==> config.mk <==
export PLATFORM = sky130hd
export DESIGN_NAME = hazard_ctrl
export DESIGN_NICKNAME = d
export VERILOG_FILES = /design/src/rtl/hc_pkg.sv /design/src/rtl/hc_src_match.sv /design/src/rtl/hc_policy.sv /design/src/rtl/hazard_ctrl.sv
export SDC_FILE = /design/constraint.sdc
export NUM_CORES = 1
export LEC_CHECK = 0
export ABC_AREA = 0
export BUFFER_PORTS_ARGS = -buffer_cell sky130_fd_sc_hd__buf_2
export CAP_MARGIN = 15
export CORE_AREA = 2 2 39 41
export DETAILED_ROUTE_END_ITERATION = 10
export DIE_AREA = 0 0 41 43
export PLACE_DENSITY = 0.49
export SLEW_MARGIN = 20
export SYNTH_ARGS = -nofsm -noshare
export SYNTH_HDL_FRONTEND = slang
export SYNTH_HIERARCHICAL = 1
export SYNTH_SLANG_ARGS = --single-unit
==> constraint.sdc <==
create_clock -name vclk -period 1.7
set_input_delay 0.085 -clock vclk [all_inputs]
set_output_delay 0.085 -clock vclk [all_outputs]
set_load 0.02 [all_outputs]
==> src/rtl/hc_pkg.sv <==
// Shared definitions for the hazard control unit.
// Assumes a register file with a write-then-read cycle, so only the
// execute stage can supply a value that the file does not yet hold.
package hc_pkg;
    typedef enum logic {
        SEL_REGFILE = 1'b0,
        SEL_EXEC    = 1'b1
    } fwd_sel_t;
endpackage

==> src/rtl/hc_src_match.sv <==
// One operand comparator: flags that the decode-stage source is produced by
// the instruction currently in execute. Register 0 never matches.
// Assumes a write-back producer is visible through the register file.
module hc_src_match #(
    parameter int AW = 5
) (
    input  logic          clk,
    input  logic          rst_n,
    input  logic          use_i,
    input  logic [AW-1:0] rs_i,
    input  logic          ex_we_i,
    input  logic [AW-1:0] ex_rd_i,
    output logic          ex_hit_o
);
    localparam logic [AW-1:0] ZERO_REG = '0;

    logic dest_live;

    // Purpose: the execute instruction really writes a non-constant register.
    always_comb dest_live = ex_we_i && (ex_rd_i != ZERO_REG);

    // Purpose: raise a hit when a used source reads that live destination.
    always_comb ex_hit_o = use_i && dest_live && (rs_i == ex_rd_i);


    zero_dest_chk: assert property (@(posedge clk) disable iff (!rst_n)
        (ex_rd_i == ZERO_REG) |-> !ex_hit_o);


    unused_src_chk: assert property (@(posedge clk) disable iff (!rst_n)
        !use_i |-> !ex_hit_o);
endmodule

==> src/rtl/hc_policy.sv <==
// Turns per-operand hit flags into forwarding selects, a front-end hold and
// bubble controls. A taken branch flushes both younger stages and overrides
// any hold. While reset is low both younger stages are kept bubbled.
module hc_policy #(
    parameter int NSRC = 2
) (
    input  logic                  clk,
    input  logic                  rst_n,
    input  logic                  fwd_mode_i,
    input  logic [NSRC-1:0]       hit_i,
    input  logic                  br_taken_i,
    output hc_pkg::fwd_sel_t      fwd_sel_o [NSRC],
    output logic                  hold_o,
    output logic                  dof_bubble_o,
    output logic                  if_bubble_o
);
    import hc_pkg::*;

    logic any_hit;
    logic flush;

    // Purpose: collapse the operand hits into one dependence flag.
    always_comb any_hit = |hit_i;

    // Purpose: a flush comes from a taken branch or from reset being held.
    always_comb flush = br_taken_i || !rst_n;

    // Purpose: per-operand mux select, active only in forwarding mode.
    for (genvar g = 0; g < NSRC; g++) begin : g_sel
        always_comb
            fwd_sel_o[g] = (rst_n && fwd_mode_i && hit_i[g]) ? SEL_EXEC : SEL_REGFILE;
    end

    // Purpose: hold and bubble decisions, with the flush outranking a hold.
    always_comb begin
        hold_o       = 1'b0;
        dof_bubble_o = 1'b0;
        if_bubble_o  = 1'b0;
        if (flush) begin
            dof_bubble_o = 1'b1;
            if_bubble_o  = 1'b1;
        end else if (!fwd_mode_i && any_hit) begin
            hold_o       = 1'b1;
            dof_bubble_o = 1'b1;
        end
    end


    fwd_no_hold_chk: assert property (@(posedge clk) disable iff (!rst_n)
        fwd_mode_i |-> !hold_o);


    hold_has_bubble_chk: assert property (@(posedge clk) disable iff (!rst_n)
        hold_o |-> (dof_bubble_o && !if_bubble_o));


    flush_wins_chk: assert property (@(posedge clk) disable iff (!rst_n)
        br_taken_i |-> (if_bubble_o && dof_bubble_o && !hold_o));
endmodule

==> src/rtl/hazard_ctrl.sv <==
// Hazard control for a fetch / decode / execute / write-back pipeline.
// Compares both decode sources against the execute destination and applies
// the forwarding or stall-only policy. Also flushes after a taken branch.
// Assumes: the branch outcome arrives from execute; outputs are combinational.
module hazard_ctrl #(
    parameter int AW   = 5,
    parameter int NSRC = 2
) (
    input  logic          clk,
    input  logic          rst_n,
    input  logic          fwd_mode_i,
    input  logic [AW-1:0] dof_rs_a_i,
    input  logic          dof_use_a_i,
    input  logic [AW-1:0] dof_rs_b_i,
    input  logic          dof_use_b_i,
    input  logic [AW-1:0] ex_rd_i,
    input  logic          ex_we_i,
    input  logic [AW-1:0] wb_rd_i,
    input  logic          wb_we_i,
    input  logic          br_taken_i,
    output logic          fwd_sel_a_o,
    output logic          fwd_sel_b_o,
    output logic          hold_front_o,
    output logic          dof_bubble_o,
    output logic          if_bubble_o
);
    import hc_pkg::*;

    logic [AW-1:0]   src_addr [NSRC];
    logic [NSRC-1:0] src_use;
    logic [NSRC-1:0] hit;
    fwd_sel_t        sel      [NSRC];
    logic            wb_only_a;

    // Purpose: gather the decode sources into indexed form.
    always_comb begin
        src_addr[0] = dof_rs_a_i;
        src_addr[1] = dof_rs_b_i;
        src_use[0]  = dof_use_a_i;
        src_use[1]  = dof_use_b_i;
    end

    for (genvar g = 0; g < NSRC; g++) begin : g_src
        hc_src_match #(.AW(AW)) u_match (
            .clk      (clk),
            .rst_n    (rst_n),
            .use_i    (src_use[g]),
            .rs_i     (src_addr[g]),
            .ex_we_i  (ex_we_i),
            .ex_rd_i  (ex_rd_i),
            .ex_hit_o (hit[g])
        );
    end

    hc_policy #(.NSRC(NSRC)) u_policy (
        .clk          (clk),
        .rst_n        (rst_n),
        .fwd_mode_i   (fwd_mode_i),
        .hit_i        (hit),
        .br_taken_i   (br_taken_i),
        .fwd_sel_o    (sel),
        .hold_o       (hold_front_o),
        .dof_bubble_o (dof_bubble_o),
        .if_bubble_o  (if_bubble_o)
    );

    // Purpose: drive the operand mux selects.
    always_comb begin
        fwd_sel_a_o = sel[0];
        fwd_sel_b_o = sel[1];
    end

    // Purpose: flag a source A dependence on write-back alone (checks only).
    always_comb
        wb_only_a = dof_use_a_i && wb_we_i && (wb_rd_i == dof_rs_a_i) &&
                    !(ex_we_i && (ex_rd_i == dof_rs_a_i));


    sel_a_source_chk: assert property (@(posedge clk) disable iff (!rst_n)
        fwd_sel_a_o |-> (fwd_mode_i && ex_we_i && ex_rd_i == dof_rs_a_i));


    wb_no_hold_chk: assert property (@(posedge clk) disable iff (!rst_n)
        (wb_only_a && !dof_use_b_i && !br_taken_i) |-> (!hold_front_o && !dof_bubble_o));
endmodule

* Yosys cells after proc, flatten, opt, wreduce, memory -nomap -nowiden
Index checks and enable logic that the tools add are counted.
** Operators by class
- Mux-type cells :: 6
- Reduce and logical (&&, ||, !) cells :: 14
- Eq/ne operators :: 2
** Operators by type and width (number)
- 5-bit equality test :: 2
- 1-bit logical AND :: 9
- 1-bit 2-to-1 mux :: 6
- 5-bit nonzero test :: 1
- 1-bit logical NOT :: 2
- 2-bit OR reduction :: 1
- 1-bit logical OR :: 1
** Storage, ports and cells
- Output and inout port bits :: 5
- Input port bits :: 28
- Register bits after elaboration :: 0
- Word-level logic and storage cells :: 22

* Longest topological paths before layout
- Word-level depth :: 8
- Gate-level depth with buffers :: 5
- Depth with buffers taken out :: 5

* By module
Netlist, hierarchy kept.
** By module, submodules not included
- hc_src_match :: instances 2, cells an instance 10, area an instance 76.3 um^2, seq. area each 0.0 um^2
- hc_policy :: instances 1, cells an instance 6, area an instance 43.8 um^2, seq. area each 0.0 um^2

* Worst setup path after synthesis
No wires, ideal clock.
- Path kind :: input to output
- Start point :: input port ex_rd_i[0]
- End point :: output port hold_front_o
- Arrival :: 0.935 ns
- Buffers on the path :: 0
- Setup slack :: 0.680 ns
- Stages :: 5
- Required time :: 1.615 ns
- Path through :: xnor2_1 o2111ai_1 nor3b_2 o21bai_1 nor2_1
** On the way
- Word-level cells in the longest chain between the ends :: 8
- Elaborated cells between the ends (all ways) :: 12
- Classes of those cells :: eq/ne: 2; mux: 2; reduce/logical: 8
** RTL lines
- start, declared :: line hazard_ctrl.sv:16 : input logic [AW-1:0] ex_rd_i,
- 5-bit nonzero test :: line hc_src_match.sv:20 : always_comb dest_live = ex_we_i && (ex_rd_i != ZERO_REG);
- 1-bit logical AND :: line hc_src_match.sv:20
- 1-bit logical AND :: line hc_src_match.sv:23 : always_comb ex_hit_o = use_i && dest_live && (rs_i == ex_rd_i);
- 1-bit logical AND (*) :: line hc_src_match.sv:23
- via hit[0] :: line hazard_ctrl.sv:31 : logic [NSRC-1:0] hit;
- 2-bit OR reduction (*) :: line hc_policy.sv:23 : always_comb any_hit = |hit_i;
- 1-bit logical AND (*) :: line hc_policy.sv:42 : end else if (!fwd_mode_i && any_hit) begin
- 1-bit 2-to-1 mux (*) :: line hc_policy.sv:42
- 1-bit 2-to-1 mux (*) :: line hc_policy.sv:39 : if (flush) begin
- end, declared :: line hazard_ctrl.sv:23 : output logic hold_front_o,
The timed path passes the listed nets; every way through them passes the cells marked *.

* Final worst setup path
- Start point :: input port ex_rd_i[0]
- End point :: output port dof_bubble_o
** On the way
- Word-level cells in the longest chain between the ends :: 8
- Elaborated cells between the ends (all ways) :: 12
- Classes of those cells :: eq/ne: 2; mux: 2; reduce/logical: 8
** RTL lines
- 5-bit nonzero test :: line hc_src_match.sv:20
- 1-bit logical AND :: line hc_src_match.sv:20
- 1-bit logical AND :: line hc_src_match.sv:23
- 1-bit logical AND (*) :: line hc_src_match.sv:23
- via hit[0] :: line hazard_ctrl.sv:31
- 2-bit OR reduction (*) :: line hc_policy.sv:23
- 1-bit logical AND (*) :: line hc_policy.sv:42
- 1-bit 2-to-1 mux (*) :: line hc_policy.sv:42
- 1-bit 2-to-1 mux (*) :: line hc_policy.sv:39
- end, declared :: line hazard_ctrl.sv:24 : output logic dof_bubble_o,
Marks and branches as above.

==> reports/summary.txt <==
================================================================================
Post-layout nets ..................................................           82
Hold Worst Slack ..................................................       491 ps
P_leak ............................................................  0.000173 uW
Sequential cell count .............................................            0
Complex-gate fraction of the synthesized area .....................        17.8%
Top-level port count ..............................................           33
Setup CP Type ..................................................... input pin to output port
Simple-gate share of the synthesized area .........................        42.7%
Achievable clock frequency ........................................    0.805 GHz
Dominant cells by area after synthesis ............................ sky130_fd_sc_hd__xnor2_1 36%, sky130_fd_sc_hd__nor3b_2 13%, sky130_fd_sc_hd__o2111ai_1 8.9%, sky130_fd_sc_hd__nand2b_4 7.0%, sky130_fd_sc_hd__and3_1 6.4%
Total Die Area ....................................................    1760 um^2
Yosys warns .......................................................            6
Xor/xnor cell area share of the yosys netlist .....................        35.7%
Startpoint of the tightest hold check path ........................        rst_n
Antenna fix cells .................................................            0
Placer Congestion .................................................        0.651
Total Routed Length ...............................................       581 um
Height of the chip ................................................        43 um
Maximum number of pins on one net before global-route repair ......            5
Post-Place Cells ..................................................           68
Final worst-path cycle share ......................................        73.1%
Post-synthesis adder-cell area fraction ...........................           0%
Netlist area before placement .....................................     196 um^2
Setup crit start kind .............................................    input pin
Data required time of the worst path ..............................      1620 ps
Result of the run ................................................. finished clean
Global-route wire length before repair ............................       938 um
Combined area of the multi-input logic cells ......................     189 um^2
# Post-CTS Setup Buffers ..........................................            0
Total of buffers placed on input and output ports .................           26
Non-filler cells, final ...........................................           68
Maximum vdd ir drop ...............................................    0.0476 mV
Average wire per standard cell ....................................      8.54 um
Cts hold-fix bufs .................................................            0
Worst-margin pin slew .............................................       228 ps
Count of unique library cells instantiated by Yosys ...............           12
Number of failing setup endpoints in the final timing report ......            0
Count of nets left with antenna violations after detail routing ...            0
Fillers ...........................................................          157
Multiplexer fraction of the synthesized cell area .................           0%
Number of global-route vias before repair .........................          259
CP Max Fanout .....................................................            4
RSZ-0062 raised after global routing ..............................        false
Total vias in the final route .....................................          282
Hold violation total from the final report ........................            0
Slew margin rel. ..................................................        84.7%
Area share of the largest cell type after synthesis ...............        35.7%
Per-instance average area after synthesis .........................    7.56 um^2
Pwr dens ..........................................................  204 nW/um^2
Cell with the most instances after synthesis ...................... sky130_fd_sc_hd__xnor2_1
Final setup TNS ...................................................         0 ps
Max-slew violations ...............................................            0
Iter 0 DRT Violations .............................................            1
Area taken by flip-flops and latches ..............................       0 um^2
Die extent in x ...................................................        41 um
DR pass1 iterations ...............................................            2
Number of cells upsized or downsized after cts ....................            0
Post-layout minimum cycle time ....................................      1240 ps
Mapped Nets .......................................................           54
CLK BUF ...........................................................            0
Crit. Startpoint ..................................................   ex_rd_i[0]
Cell taking the most area after synthesis ......................... sky130_fd_sc_hd__xnor2_1
Fraction of final layout cells with drive strength greater than 1 .        55.8%
Final total power .................................................      70.5 uW
HPWL after DPL ....................................................       549 um
Largest family of logic cells by synthesized area ................. simple AND/OR/NAND/NOR gates
Antenna violations before repair ..................................            0
Number of cells on the worst hold path ............................            3
Number of vias per cell ...........................................         4.15
Sequential cell area fraction in the yosys report .................           0%
Gate count of the mapped netlist ..................................           26
Worst Hold Class .................................................. input pin to output port
Total routing usage reported by global routing ....................        7.09%
Critical Path Sink Type ...........................................  output port
Number of cell rows ...............................................           14
Number of violations of the max-capacitance limit .................            0
Data arrival at the endpoint of the critical path .................      1160 ps
Area growth from synthesis to final layout ........................        76.4%
Starting Density ..................................................        14.2%
Core area .........................................................    1380 um^2
Post-route DRC ....................................................            0
Grt ovf ...........................................................            0
================================================================================
[layout by cell type, fill, tap and decap left out, drive strengths merged]
cell type and n:
nor3b 2, buf 26, nor2 1, nand2b 2, o21ai 2, xnor2 8, inv 2, nor4 2
nand3 2, o21bai 1, and3 2, o2111ai 2
[final cells by class]
| cell class | count | area share, % |
|---|---|---|
| inverters | 2 | 2.17 |
| well taps | 16 | 5.78 |
| multi-input cells | 24 | 54.5 |
| repair buffers | 26 | 37.5 |
[stage by stage]
stage / util (%) / area (um^2) / setup slack [ps]
finish: 25.0 / 347 / 457
global route: 25.0 / 347 / 321
detailed placement: 25.0 / 347 / 451
floorplan: - / 196 / 680
CTS: 25.0 / 347 / 447
global placement: 25.0 / 347 / 445
[kinds of logic after synthesis]
family | count (synthesis)
buffers and inverters | 2
AOI/OAI and AO/OA | 5
and+or+nand+nor | 11
xor gates and xnor gates | 8
[report_power, final]
| group | leakage, uW | switching, uW | internal [uW] |
|---|---|---|---|
| combinational | 0.000173 | 31.3 | 39.2 |
| sequential | 0 | 0 | 0 |
| clock | 0 | 0 | 0 |
| total | 0.000173 | 31.3 | 39.2 |
[per-layer routing]
layer	track usage [%]	wire (um)	vias up
met5	0	0	-
met4	0	0	0
met3	0	42	0
met2	14.1	332	10
met1	8.23	207	125
li1	-	-	147
[worst paths after layout]
| path | to | slack, ps |
|---|---|---|
| setup / recovery | dof_bubble_o | 460 |
| hold / removal | if_bubble_o | 490 |
[critical path, cell delays in order]
cell	delay, ps
sky130_fd_sc_hd__buf_2	130
sky130_fd_sc_hd__nor4_1	270
sky130_fd_sc_hd__o21ai_0	90
sky130_fd_sc_hd__nor3b_2	160
sky130_fd_sc_hd__o21bai_1	190
sky130_fd_sc_hd__nand2b_1	70
sky130_fd_sc_hd__buf_2	150
No activity file was read; power rests on OpenSTA's default activity.
